**src/rtl/i2c_tm_pkg.sv**
```systemverilog
package i2c_tm_pkg;

    localparam int PER_W     = 10;
    localparam int BYTE_W    = 8;
    localparam int WDATA_W   = 10;
    localparam int RDATA_W   = 32;
    localparam int IDX_W     = 3;

    localparam int SB_DONE   = 0;
    localparam int SB_NACK   = 2;
    localparam int SB_WAIT   = 3;
    localparam int SB_RXE    = 9;
    localparam int SB_TXF    = 10;
    localparam int CB_SRST   = 8;

    typedef enum logic [IDX_W-1:0] {
        RG_DATA = 3'd0,
        RG_STAT = 3'd1,
        RG_CTRL = 3'd2,
        RG_SCLH = 3'd3,
        RG_SCLL = 3'd4,
        RG_OWN  = 3'd5,
        RG_RXLV = 3'd6,
        RG_TXLV = 3'd7
    } reg_slot_e;

    typedef struct packed {
        logic              stop;
        logic              start;
        logic [BYTE_W-1:0] data;
    } tx_word_t;

    typedef enum logic [3:0] {
        E_IDLE, E_START, E_BIT_LO, E_BIT_HI, E_HOLD,
        E_RS_LO, E_RS_HI, E_STOP_LO, E_STOP_HI, E_STOP_REL
    } eng_st_e;

    function automatic logic [PER_W-1:0] eff_per(input logic [PER_W-1:0] p);
        return (p == '0) ? PER_W'(1) : p;
    endfunction

endpackage

```
**src/rtl/i2c_tm_fifo.sv**
```systemverilog
module i2c_tm_fifo #(
    parameter int W     = 10,
    parameter int DEPTH = 4,
    localparam int AW   = (DEPTH > 1) ? $clog2(DEPTH) : 1,
    localparam int LW   = $clog2(DEPTH + 1)
) (
    input  logic          clk,
    input  logic          rst,
    input  logic          flush,
    input  logic          push,
    input  logic [W-1:0]  din,
    input  logic          pop,
    output logic [W-1:0]  dout,
    output logic          empty,
    output logic          full,
    output logic [LW-1:0] level
);
    logic [W-1:0]  mem [DEPTH];
    logic [AW-1:0] rptr, wptr;
    logic [LW-1:0] cnt;
    logic          do_push, do_pop;

    function automatic logic [AW-1:0] nxt(input logic [AW-1:0] p);
        return (p == AW'(DEPTH - 1)) ? '0 : p + 1'b1;
    endfunction

    assign full    = (cnt == LW'(DEPTH));
    assign empty   = (cnt == '0);
    assign do_push = push && !full;
    assign do_pop  = pop && !empty;
    assign dout    = mem[rptr];
    assign level   = cnt;

    always_ff @(posedge clk) begin
        if (do_push) mem[wptr] <= din;
    end

    always_ff @(posedge clk) begin
        if (rst || flush) begin
            rptr <= '0;
            wptr <= '0;
            cnt  <= '0;
        end else begin
            if (do_push) wptr <= nxt(wptr);
            if (do_pop)  rptr <= nxt(rptr);
            case ({do_push, do_pop})
                2'b10:   cnt <= cnt + 1'b1;
                2'b01:   cnt <= cnt - 1'b1;
                default: cnt <= cnt;
            endcase
        end
    end
endmodule

```
**src/rtl/i2c_tm_engine.sv**
```systemverilog
module i2c_tm_engine
    import i2c_tm_pkg::*;
(
    input  logic              clk,
    input  logic              rst,
    input  logic              flush,
    input  logic              tx_valid,
    input  tx_word_t          tx_word,
    output logic              tx_pop,
    output logic              rx_push,
    output logic [BYTE_W-1:0] rx_byte,
    input  logic [PER_W-1:0]  hi_per,
    input  logic [PER_W-1:0]  lo_per,
    input  logic              sda_i,
    output logic              scl_oe,
    output logic              sda_oe,
    output logic              done_pulse,
    output logic              nack_pulse,
    output logic              waiting
);
    eng_st_e           st;
    logic [PER_W-1:0]  tmr, per;
    logic [3:0]        bitn;
    logic [BYTE_W-1:0] shreg;
    logic              stop_f, rd_mode, is_addr;
    logic              hi_state, timed, tdone, receiving, bit_drv, ack_end;

    assign hi_state  = st inside {E_START, E_BIT_HI, E_RS_HI, E_STOP_HI, E_STOP_REL};
    assign timed     = !(st inside {E_IDLE, E_HOLD});
    assign per       = hi_state ? eff_per(hi_per) : eff_per(lo_per);
    assign tdone     = (tmr >= per - 1'b1);
    assign receiving = rd_mode && !is_addr;
    assign bit_drv   = (bitn != 4'd8) ? (!receiving && !shreg[BYTE_W-1])
                                      : (receiving && !stop_f);
    assign ack_end   = (st == E_BIT_HI) && tdone && (bitn == 4'd8);

    assign tx_pop     = (st == E_IDLE || st == E_HOLD) && tx_valid;
    assign waiting    = (st == E_HOLD) && !tx_valid;
    assign rx_push    = ack_end && receiving;
    assign rx_byte    = shreg;
    assign nack_pulse = ack_end && !receiving && sda_i;
    assign done_pulse = (st == E_STOP_REL) && tdone;
    assign scl_oe     = st inside {E_BIT_LO, E_HOLD, E_RS_LO, E_STOP_LO};

    always_comb begin
        case (st)
            E_START, E_STOP_LO, E_STOP_HI: sda_oe = 1'b1;
            E_BIT_LO, E_BIT_HI:            sda_oe = bit_drv;
            default:                       sda_oe = 1'b0;
        endcase
    end

    always_ff @(posedge clk) begin
        if (rst || flush) begin
            st      <= E_IDLE;
            tmr     <= '0;
            bitn    <= '0;
            shreg   <= '0;
            stop_f  <= 1'b0;
            rd_mode <= 1'b0;
            is_addr <= 1'b0;
        end else begin
            tmr <= (timed && !tdone) ? tmr + 1'b1 : '0;
            case (st)
                E_IDLE: if (tx_valid && tx_word.start) begin
                    shreg   <= tx_word.data;
                    stop_f  <= tx_word.stop;
                    rd_mode <= tx_word.data[0];
                    is_addr <= 1'b1;
                    bitn    <= '0;
                    st      <= E_START;
                end
                E_START:  if (tdone) st <= E_BIT_LO;
                E_BIT_LO: if (tdone) st <= E_BIT_HI;
                E_BIT_HI: if (tdone) begin
                    if (bitn != 4'd8) begin
                        shreg <= {shreg[BYTE_W-2:0], sda_i};
                        bitn  <= bitn + 1'b1;
                        st    <= E_BIT_LO;
                    end else begin
                        is_addr <= 1'b0;
                        st      <= stop_f ? E_STOP_LO : E_HOLD;
                    end
                end
                E_HOLD: if (tx_valid) begin
                    shreg  <= tx_word.data;
                    stop_f <= tx_word.stop;
                    bitn   <= '0;
                    if (tx_word.start) begin
                        rd_mode <= tx_word.data[0];
                        is_addr <= 1'b1;
                        st      <= E_RS_LO;
                    end else begin
                        st <= E_BIT_LO;
                    end
                end
                E_RS_LO:    if (tdone) st <= E_RS_HI;
                E_RS_HI:    if (tdone) st <= E_START;
                E_STOP_LO:  if (tdone) st <= E_STOP_HI;
                E_STOP_HI:  if (tdone) st <= E_STOP_REL;
                E_STOP_REL: if (tdone) st <= E_IDLE;
                default:    st <= E_IDLE;
            endcase
        end
    end
endmodule

```
**src/rtl/i2c_tagged_master.sv**
```systemverilog
module i2c_tagged_master
    import i2c_tm_pkg::*;
#(
    parameter int               FIFO_DEPTH = 4,
    parameter logic [PER_W-1:0] DEF_HI     = 10'd8,
    parameter logic [PER_W-1:0] DEF_LO     = 10'd8,
    localparam int              LVL_W      = $clog2(FIFO_DEPTH + 1)
) (
    input  logic               clk,
    input  logic               rst,
    input  logic               reg_wr,
    input  logic               reg_rd,
    input  logic [IDX_W-1:0]   reg_idx,
    input  logic [WDATA_W-1:0] reg_wdata,
    output logic [RDATA_W-1:0] reg_rdata,
    input  logic               sda_i,
    output logic               scl_oe,
    output logic               sda_oe
);
    reg_slot_e         slot;
    logic              srst_q, done_q, nack_q;
    logic [PER_W-1:0]  hi_q, lo_q;
    logic [6:0]        own_q;
    logic              tx_push, tx_pop, tx_empty, tx_full;
    logic              rx_push, rx_pop, rx_empty, rx_full;
    logic [LVL_W-1:0]  tx_lvl, rx_lvl;
    tx_word_t          tx_head;
    logic [BYTE_W-1:0] rx_in, rx_head;
    logic              eng_wait, eng_done, eng_nack;
    logic              wr_stat;

    assign slot    = reg_slot_e'(reg_idx);
    assign tx_push = reg_wr && (slot == RG_DATA) && !srst_q;
    assign rx_pop  = reg_rd && (slot == RG_DATA);
    assign wr_stat = reg_wr && (slot == RG_STAT);

    i2c_tm_fifo #(.W(WDATA_W), .DEPTH(FIFO_DEPTH)) u_txq (
        .clk(clk), .rst(rst), .flush(srst_q),
        .push(tx_push), .din(reg_wdata), .pop(tx_pop), .dout(tx_head),
        .empty(tx_empty), .full(tx_full), .level(tx_lvl)
    );

    i2c_tm_fifo #(.W(BYTE_W), .DEPTH(FIFO_DEPTH)) u_rxq (
        .clk(clk), .rst(rst), .flush(srst_q),
        .push(rx_push), .din(rx_in), .pop(rx_pop), .dout(rx_head),
        .empty(rx_empty), .full(rx_full), .level(rx_lvl)
    );

    i2c_tm_engine u_eng (
        .clk(clk), .rst(rst), .flush(srst_q),
        .tx_valid(!tx_empty), .tx_word(tx_head), .tx_pop(tx_pop),
        .rx_push(rx_push), .rx_byte(rx_in),
        .hi_per(hi_q), .lo_per(lo_q), .sda_i(sda_i),
        .scl_oe(scl_oe), .sda_oe(sda_oe),
        .done_pulse(eng_done), .nack_pulse(eng_nack), .waiting(eng_wait)
    );

    always_ff @(posedge clk) begin
        if (rst) begin
            srst_q <= 1'b0;
            done_q <= 1'b0;
            nack_q <= 1'b0;
            hi_q   <= DEF_HI;
            lo_q   <= DEF_LO;
            own_q  <= '0;
        end else begin
            srst_q <= reg_wr && (slot == RG_CTRL) && reg_wdata[CB_SRST];
            if (srst_q) begin
                done_q <= 1'b0;
                nack_q <= 1'b0;
            end else begin
                if (eng_done)                         done_q <= 1'b1;
                else if (wr_stat && reg_wdata[SB_DONE]) done_q <= 1'b0;
                if (eng_nack)                         nack_q <= 1'b1;
                else if (wr_stat && reg_wdata[SB_NACK]) nack_q <= 1'b0;
            end
            if (reg_wr && slot == RG_SCLH) hi_q  <= reg_wdata[PER_W-1:0];
            if (reg_wr && slot == RG_SCLL) lo_q  <= reg_wdata[PER_W-1:0];
            if (reg_wr && slot == RG_OWN)  own_q <= reg_wdata[6:0];
        end
    end

    always_comb begin
        reg_rdata = '0;
        case (slot)
            RG_DATA: reg_rdata[BYTE_W-1:0] = rx_empty ? '0 : rx_head;
            RG_STAT: begin
                reg_rdata[SB_DONE] = done_q;
                reg_rdata[SB_NACK] = nack_q;
                reg_rdata[SB_WAIT] = eng_wait;
                reg_rdata[SB_RXE]  = rx_empty;
                reg_rdata[SB_TXF]  = tx_full;
            end
            RG_CTRL: reg_rdata[CB_SRST]     = srst_q;
            RG_SCLH: reg_rdata[PER_W-1:0]   = hi_q;
            RG_SCLL: reg_rdata[PER_W-1:0]   = lo_q;
            RG_OWN:  reg_rdata[6:0]         = own_q;
            RG_RXLV: reg_rdata[LVL_W-1:0]   = rx_lvl;
            RG_TXLV: reg_rdata[LVL_W-1:0]   = tx_lvl;
            default: reg_rdata = '0;
        endcase
    end

    logic unused_rx_full;
    assign unused_rx_full = rx_full;
endmodule

```
**config.mk**
```make
export PLATFORM = sky130hd
export DESIGN_NAME = i2c_tagged_master
export DESIGN_NICKNAME = d
export VERILOG_FILES = /design/src/rtl/i2c_tm_pkg.sv /design/src/rtl/i2c_tm_fifo.sv /design/src/rtl/i2c_tm_engine.sv /design/src/rtl/i2c_tagged_master.sv
export SDC_FILE = /design/constraint.sdc
export NUM_CORES = 1
export LEC_CHECK = 0
export BUFFER_PORTS_ARGS = -buffer_cell sky130_fd_sc_hd__buf_2
export CAP_MARGIN = 0
export CORE_ASPECT_RATIO = 1.5
export CORE_MARGIN = 4
export CORE_UTILIZATION = 40
export DETAILED_ROUTE_END_ITERATION = 10
export GPL_TIMING_DRIVEN = 1
export PLACE_DENSITY = 0.65
export SLEW_MARGIN = 20
export SYNTH_ARGS = -nofsm -noshare
export SYNTH_HDL_FRONTEND = slang
export SYNTH_SLANG_ARGS = --single-unit
```
**constraint.sdc**
```tcl
create_clock -name clk -period 4.5 [get_ports clk]
set_clock_uncertainty 0.1 [all_clocks]
set_input_delay 0.45 -clock clk [delete_from_list [all_inputs] [get_ports clk]]
set_output_delay 0.45 -clock clk [all_outputs]
set_load 0.005 [all_outputs]
```
==> results of run 1 <==
cell usage in the layout, fill, tap and decap left out, types with 13 or more instances in the layout:
cell type  synthesis  final
o21ai_0           28     27
clkbuf_16          0     17
buf_2              2     30
mux4_2            16     16
nor3_1            13     13
a21oi_1           49     48
xor2_1            17     17
nor2_1            52     52
mux2i_1           36     36
buf_4             22     25
nand3_1           16     16
dfxtp_1           77     75
nand2_1           77     77
edfxtp_1          72     72
inv_1             25     24
conb_1             1     21
ha_1              26     25
through the flow:
step	utilization (%)	setup TNS, ns	setup slack [ns]
6_report	46.88	0	0.01037
5_1_grt	46.88	-0.2602	-0.2521
4_1_cts	46.38	0	0.04521
3_5_place_dp	42.81	-0.06820	-0.06820
3_3_place_gp	42.81	0	0.09952
2_1_floorplan	-	0	0.02585
cells by family after synthesis:
group                    Yosys count
AO/OA/AOI/OAI                    116
XOR/XNOR                          22
adder cells (fa/ha/maj)           28
buffers and inverters             75
flip-flops                       149
multiplexers                      57
other                              1
AND/OR/NAND/NOR                  222
registers in the layout, summed over array words and instances, names as in the netlist, 3 cells and up, named ones only:
signal,count
u_rxq.level,3
lo_q,10
u_eng.tmr,10
u_eng.st,4
u_rxq.mem,32
hi_q,10
u_eng.rx_byte,8
u_txq.mem,40
own_q,7
u_txq.level,3
u_eng.bitn,4
repair_timing:
action,CTS,global route
gates resized for setup,1,19
buffers inserted,3,1
pin swaps,2,6
setup endpoints to repair,1,2
how the worst max path moves through the flow:
stage	from	endpoint	slack, ns	cells after the start
6_report	u_eng.st[2]	u_rxq.level[2]	0.01	19
5_1_grt	u_eng.st[2]	u_rxq.level[2]	-0.25	19
4_1_cts	u_eng.st[1]	u_rxq.level[2]	0.05	19
3_5_place_dp	u_eng.st[2]	u_rxq.level[2]	-0.07	19
3_3_place_gp	u_eng.st[2]	u_rxq.level[2]	0.1	18
2_1_floorplan	u_eng.st[0]	u_rxq.level[2]	0.03	21
final cells by class:
class / count / area, sq um
Fill cell: 1635 / 9572
Sequential cell: 149 / 3709
Multi-Input combinational cell: 466 / 3418
Clock buffer: 17 / 425.4
Timing Repair Buffer: 55 / 337.8
Tap cell: 217 / 271.5
Clock inverter: 15 / 190.2
Inverter: 25 / 93.84
power by group through the flow:
| stage | Combinational, uW | Sequential, uW | Clock [uW] |
|---|---|---|---|
| floorplan | 553 | 1610 | 0 |
| global placement | 663 | 1660 | 0 |
| detailed placement | 687 | 1670 | 0 |
| CTS | 696 | 1640 | 1440 |
| global route | 777 | 1650 | 1500 |
| finish | 708 | 1640 | 1410 |
critical path: stages (launching register included):
cell and delay, ns:
dfxtp_4 0.38, and4bb_2 0.27, nor3_4 0.32, mux2i_1 0.24, ha_1 0.25, and4b_1 0.26
xor2_1 0.21, mux2i_1 0.11, ha_1 0.30, a21o_1 0.21, a21oi_1 0.20, o2111a_2 0.27
nor3_4 0.05, inv_2 0.07, ha_4 0.13, inv_1 0.05, fa_2 0.33, xor2_1 0.16
or3_4 0.39, a21oi_2 0.13
metal layers:
layer  GRT usage [%]  vias up  wire (microns)
li1                -     2489               -
met1           18.98     2569            6670
met2           30.77      159            9499
met3           3.711       56             750
met4           11.50        2            1038
met5               0        -              13
==> impl_metrics.py, run 1 <==
metrics = {
    "pwr": {
        "total_power_uw": 3753,
        "switching_share_pct": 31.34,
        "internal_power_uw": 2577,
        "powerDensity_nw_per_um2": 444.4,
        "power_leakage_uw": 0.003190,
        "p_sw_uw": 1176,
        "p_clk_share_pct": 37.5,
        "max-vdd-ir-drop_mv": 0.2662,
        "comb_power_share_pct": 18.9,
        "pwr-share-seq_pct": 43.6,
    },
    "worst_setup_path": {
        "reg2reg_from": "u_eng.st[2]",
        "rr_worst_depth": 19,
        "ff2ff_setup_slack_ns": 0.01,
        "crit_fanout": 7,
        "critPathKind": "reg2reg",
        "crit_path_end_kind": "flip-flop",
        "cp-start-kind": "flip-flop",
        "cp_data_required_time_ns": 4.76,
        "arrival_ns": 4.75,
        "r2r_end": "u_rxq.level[2]",
    },
    "synthesis": {
        "synth_compound_area_share_pct": 10.38,
        "synth.area.top_cells": "edfxtp_1 29%, dfxtp_1 21%, mux2i_1 4.9%, mux4_2 4.9%, ha_1 4.4%",
        "synthMuxAreaShare_pct": 11.21,
        "synth.largest_area_cell": "edfxtp_1",
        "yosysUniqueCellTypes": 67,
        "ys_seq_area_share_pct": 50.36,
        "synth_xor_xnor_area_share_pct": 2.620,
        "synth.cell_area_sq_um": 7355,
        "netlist_instances": 670,
        "async_flop_share_pct": 0,
        "synth_edf_count": 72,
        "syn_avg_cell_area_sq_um": 10.98,
        "yosys_warnings": 0,
        "synth_adder_area_share_pct": 4.968,
        "synth_top_family_by_area": "simple AND/OR/NAND/NOR gates",
        "synth_seq_cells": 149,
        "ys.flop_type": "dfxtp_1",
        "yosys-top-cells-count": "77 x dfxtp_1, 77 x nand2_1, 72 x edfxtp_1",
        "synth-simple-area-share_pct": 15.12,
        "netlist.area_leader.share_pct": 29.40,
    },
    "route": {
        "drc": 0,
        "drtAntennaViolNets": 0,
        "via_per_inst": 5.588,
        "drt_pass1_iterations": 6,
        "drtIter0Drc": 346,
        "num_vias": 5275,
        "wire_per_inst_microns": 19.04,
        "wl_mm": 17.97,
    },
    "sta": {
        "rsz0062_at_grt": "yes",
        "slew_headroom_pct": 51.14,
        "holdWs_ns": 0.1865,
        "finalHoldViolations": 0,
        "fin_crit_sh_pct": 99.77,
        "max_freq_mhz": 222.7,
        "worst_slew_pin_slew_ns": 0.7303,
        "finalMaxSlewViolations": 0,
        "fin_crit_ns": 4.490,
        "setup_viol": 0,
    },
    "placed_design": {
        "dp.cells": 908,
        "portBuffers": 30,
        "place.gp.congestion": 0.8721,
        "place_area_sq_um": 7714,
        "hpwl_mm": 13.39,
    },
    "grt": {
        "grt_pass1_vias": 5300,
        "grt_overflow_total": 0,
        "grt_max_degree": 32,
        "antenna_found_initial": 1,
        "grt_pass1_wl_mm": 28.17,
        "grt_use_total_pct": 17.56,
    },
    "cts": {
        "cts_buffers": 17,
        "path_clk_slew_ns": 0.07,
        "ctsHtreeMaxLevel": 4,
        "clockBufferDepth": 2,
        "cts.sinks": 149,
        "ctsHoldBuffers": 0,
        "cts-root-buf": "clkbuf_16",
        "cts_tree": "done",
        "clk_latency_ns": 0.43,
    },
    "floorplanning": {
        "rows": 60,
        "core_sq_um": 18020,
        "die_area_sq_um": 20660,
        "pin_count": 52,
        "start_util_pct": 40.82,
        "fp.dieH_microns": 174.1,
        "die_w_microns": 118.7,
    },
    "hold_path": {
        "holdPathEnd": "u_txq.mem[0][6]",
        "min_path_type": "in2reg",
        "hold_depth": 1,
        "hp-start": "reg_wdata[6]",
    },
    "layout": {
        "final_cells": 944,
        "nets": 760,
        "syn2layout_area_growth_pct": 14.83,
        "drive_gt1_share_pct": 18.71,
        "finalInstanceArea_sq_um": 8446,
        "diodes": 0,
    },
    "flow_run": {
        "cap_violations": 0,
    },
    "status": {
        "status": "complete, no violations",
    },
}
Note: power is estimated with default switching activity, not from simulation.
==> inputs of run 2 (changes only) <==
Settings changed: CTS_BUF_LIST set to sky130_fd_sc_hd__clkbuf_4 sky130_fd_sc_hd__clkbuf_8, PLACE_DENSITY 0.65 to 0.63, REMOVE_ABC_BUFFERS set to 1.
Clock period 4.5 ns to 5.1 ns, I/O delays scaled along.
==> impl_metrics.py, run 2 (synthesis results as in run 1) <==
metrics = {
    "sta": {
        "worst_slew_pin_slew_ns": 0.7550,
        "setup_tns_ns": 0,
        "rsz0062_at_grt": "no",
        "slew_headroom_pct": 49.25,
        "setup_viol": 0,
        "fin_crit_ns": 4.765,
        "max_freq_mhz": 209.9,
        "finalMaxSlewViolations": 0,
        "finalHoldViolations": 0,
        "fin_crit_sh_pct": 93.43,
    },
    "floorplanning": {
        "fp.dieH_microns": 174.1,
        "pin_count": 52,
        "start_util_pct": 40.82,
        "rows": 60,
        "die_area_sq_um": 20660,
        "core_sq_um": 18020,
        "die_w_microns": 118.7,
    },
    "grt": {
        "gr-usage-met3_pct": 3.874,
        "grt_max_degree": 32,
        "grt_overflow_total": 0,
        "grt_pass1_wl_mm": 27.68,
        "grt_use_total_pct": 17.40,
        "grt.met2_usage_pct": 30.72,
        "antenna_found_initial": 0,
        "use_met1_pct": 18.97,
        "top_usage_layer": "met2",
        "grt_pass1_vias": 5190,
    },
    "cts": {
        "cts.sinks": 149,
        "cts_buffers": 17,
        "ctsHtreeMaxLevel": 4,
        "clockBufferDepth": 2,
        "clk_latency_ns": 0.46,
        "cts_tree": "done",
        "path_clk_slew_ns": 0.10,
        "cts-root-buf": "clkbuf_8",
    },
    "worst_setup_path": {
        "crit_family": "simple AND/OR/NAND/NOR gates",
        "cp_cell_sequence": "and4bb_2 -> nor3_4 -> mux2i_4 -> or4b_1 -> xnor2_1 -> mux2i_1 -> ha_1 -> and3_1 -> a22oi_1 -> o2111a_2 -> nor3_4 -> inv_1 -> ha_1 -> inv_1 -> fa_1 -> xor2_1 -> or3_1 -> a21oi_1",
        "crit_path_end_kind": "flip-flop",
        "cp_slowest_cell": "or4b_1",
        "cp-start-kind": "flip-flop",
        "cp_data_required_time_ns": 5.38,
        "arrival_ns": 5.05,
        "crit_fanout": 8,
        "critPathKind": "reg2reg",
        "timing.critical_path.buf_inv": 2,
        "critical_path.max_stage_delay_ns": 0.47,
    },
    "layout": {
        "largest_reg_flops": 40,
        "largestRegisters": "u_txq.mem: 40 flops, u_rxq.mem: 32 flops",
        "finalInstanceArea_sq_um": 8073,
        "nFillCells": 1702,
        "mostFrequentLayoutCells": "77 x nand2_1, 76 x dfxtp_1, 72 x edfxtp_1",
        "diodes": 0,
        "nets": 747,
        "syn2layout_area_growth_pct": 9.765,
        "drive_gt1_share_pct": 15.69,
        "largest-register": "u_txq.mem",
        "mostFrequentLayoutCell": "nand2_1",
    },
    "route": {
        "drt_pass1_iterations": 4,
        "num_vias": 5128,
        "drtIter0Drc": 303,
        "drc": 0,
        "via_per_inst": 5.508,
        "drtAntennaViolNets": 0,
        "wl_mm": 17.44,
        "wire_per_inst_microns": 18.74,
    },
    "placed_design": {
        "hpwl_mm": 13.14,
        "place.gp.congestion": 0.8749,
        "place_area_sq_um": 7616,
        "portBuffers": 30,
    },
    "pwr": {
        "powerDensity_nw_per_um2": 366.6,
        "max-vdd-ir-drop_mv": 0.1518,
        "power_leakage_uw": 0.003014,
    },
    "flow_run": {
        "cap_violations": 0,
    },
    "status": {
        "status": "complete, no violations",
    },
    "hold_path": {
        "min_path_type": "in2reg",
    },
}
run 2: changes by cell type in the layout (fill, tap and decap cells not counted), sizes merged:
cell | before | now
buf | 55 | 42
clkinv | 9 | 4
inv | 30 | 35
run 2: path summary, 6_finish.rpt:
kind                            slack [ns]               to          start  cells past startpoint
worst min register to register        0.37    u_eng.rd_mode  u_eng.rd_mode                      2
worst max register to register        0.34   u_rxq.level[2]    u_eng.st[0]                     18
worst min-delay path                  0.21  u_txq.mem[2][7]   reg_wdata[7]                      1
worst max-delay path                  0.34   u_rxq.level[2]    u_eng.st[0]                     18
run 2: repair_timing:
item                       CTS  global route
setup buffers                0             4
setup endpoints to repair    0             1
resized for setup            0             5
hold buffers                 0             0
run 2: area by class of cell:
type / instances / area, sq um / share of cell area [%]
clock inverters: 15 / 170.2 / 2.108
clock buffers: 17 / 234.0 / 2.898
repair buffers: 42 / 240.2 / 2.976
multi-input cells: 466 / 3358 / 41.60
well taps: 217 / 271.5 / 3.363
inverters: 25 / 93.84 / 1.162
flip-flops and latches: 149 / 3705 / 45.89
run 2: routing by layer:
metal | share of wire [%] | vias up
li1 | - | 2470
met4 | 5.1 | 0
met1 | 39 | 2465
met2 | 52 | 146
met3 | 4.4 | 47
met5 | 0 | -
run 2: worst reg2reg max path: stages (launching register included):
cell and delay [ns]:
dfxtp_1 0.40, and4bb_2 0.29, nor3_4 0.36, mux2i_4 0.31, or4b_1 0.47, xnor2_1 0.14, mux2i_1 0.16, ha_1 0.26
and3_1 0.16, a22oi_1 0.28, o2111a_2 0.35, nor3_4 0.07, inv_1 0.07, ha_1 0.17, inv_1 0.06, fa_1 0.38
xor2_1 0.16, or3_1 0.32, a21oi_1 0.16
run 2: metrics by stage:
stage               std cells  hold WS, ns  power [uW]  worst slack [ns]  util [%]
CTS                       927       0.1918        2976            0.1078     44.51
global placement          895       0.3518        2044            0.4083     42.27
finish                    931       0.2088        2959            0.3352     44.81
detailed placement        895       0.3537        2069            0.1545     42.27
floorplan                 640       0.3368        1858            0.2042         -
global route              931       0.1922        3114           0.04729     44.81
run 2: power by group:
group | switching, uW | internal [uW]
clock network | 535 | 377
logic | 354 | 249
registers | 98.1 | 1350
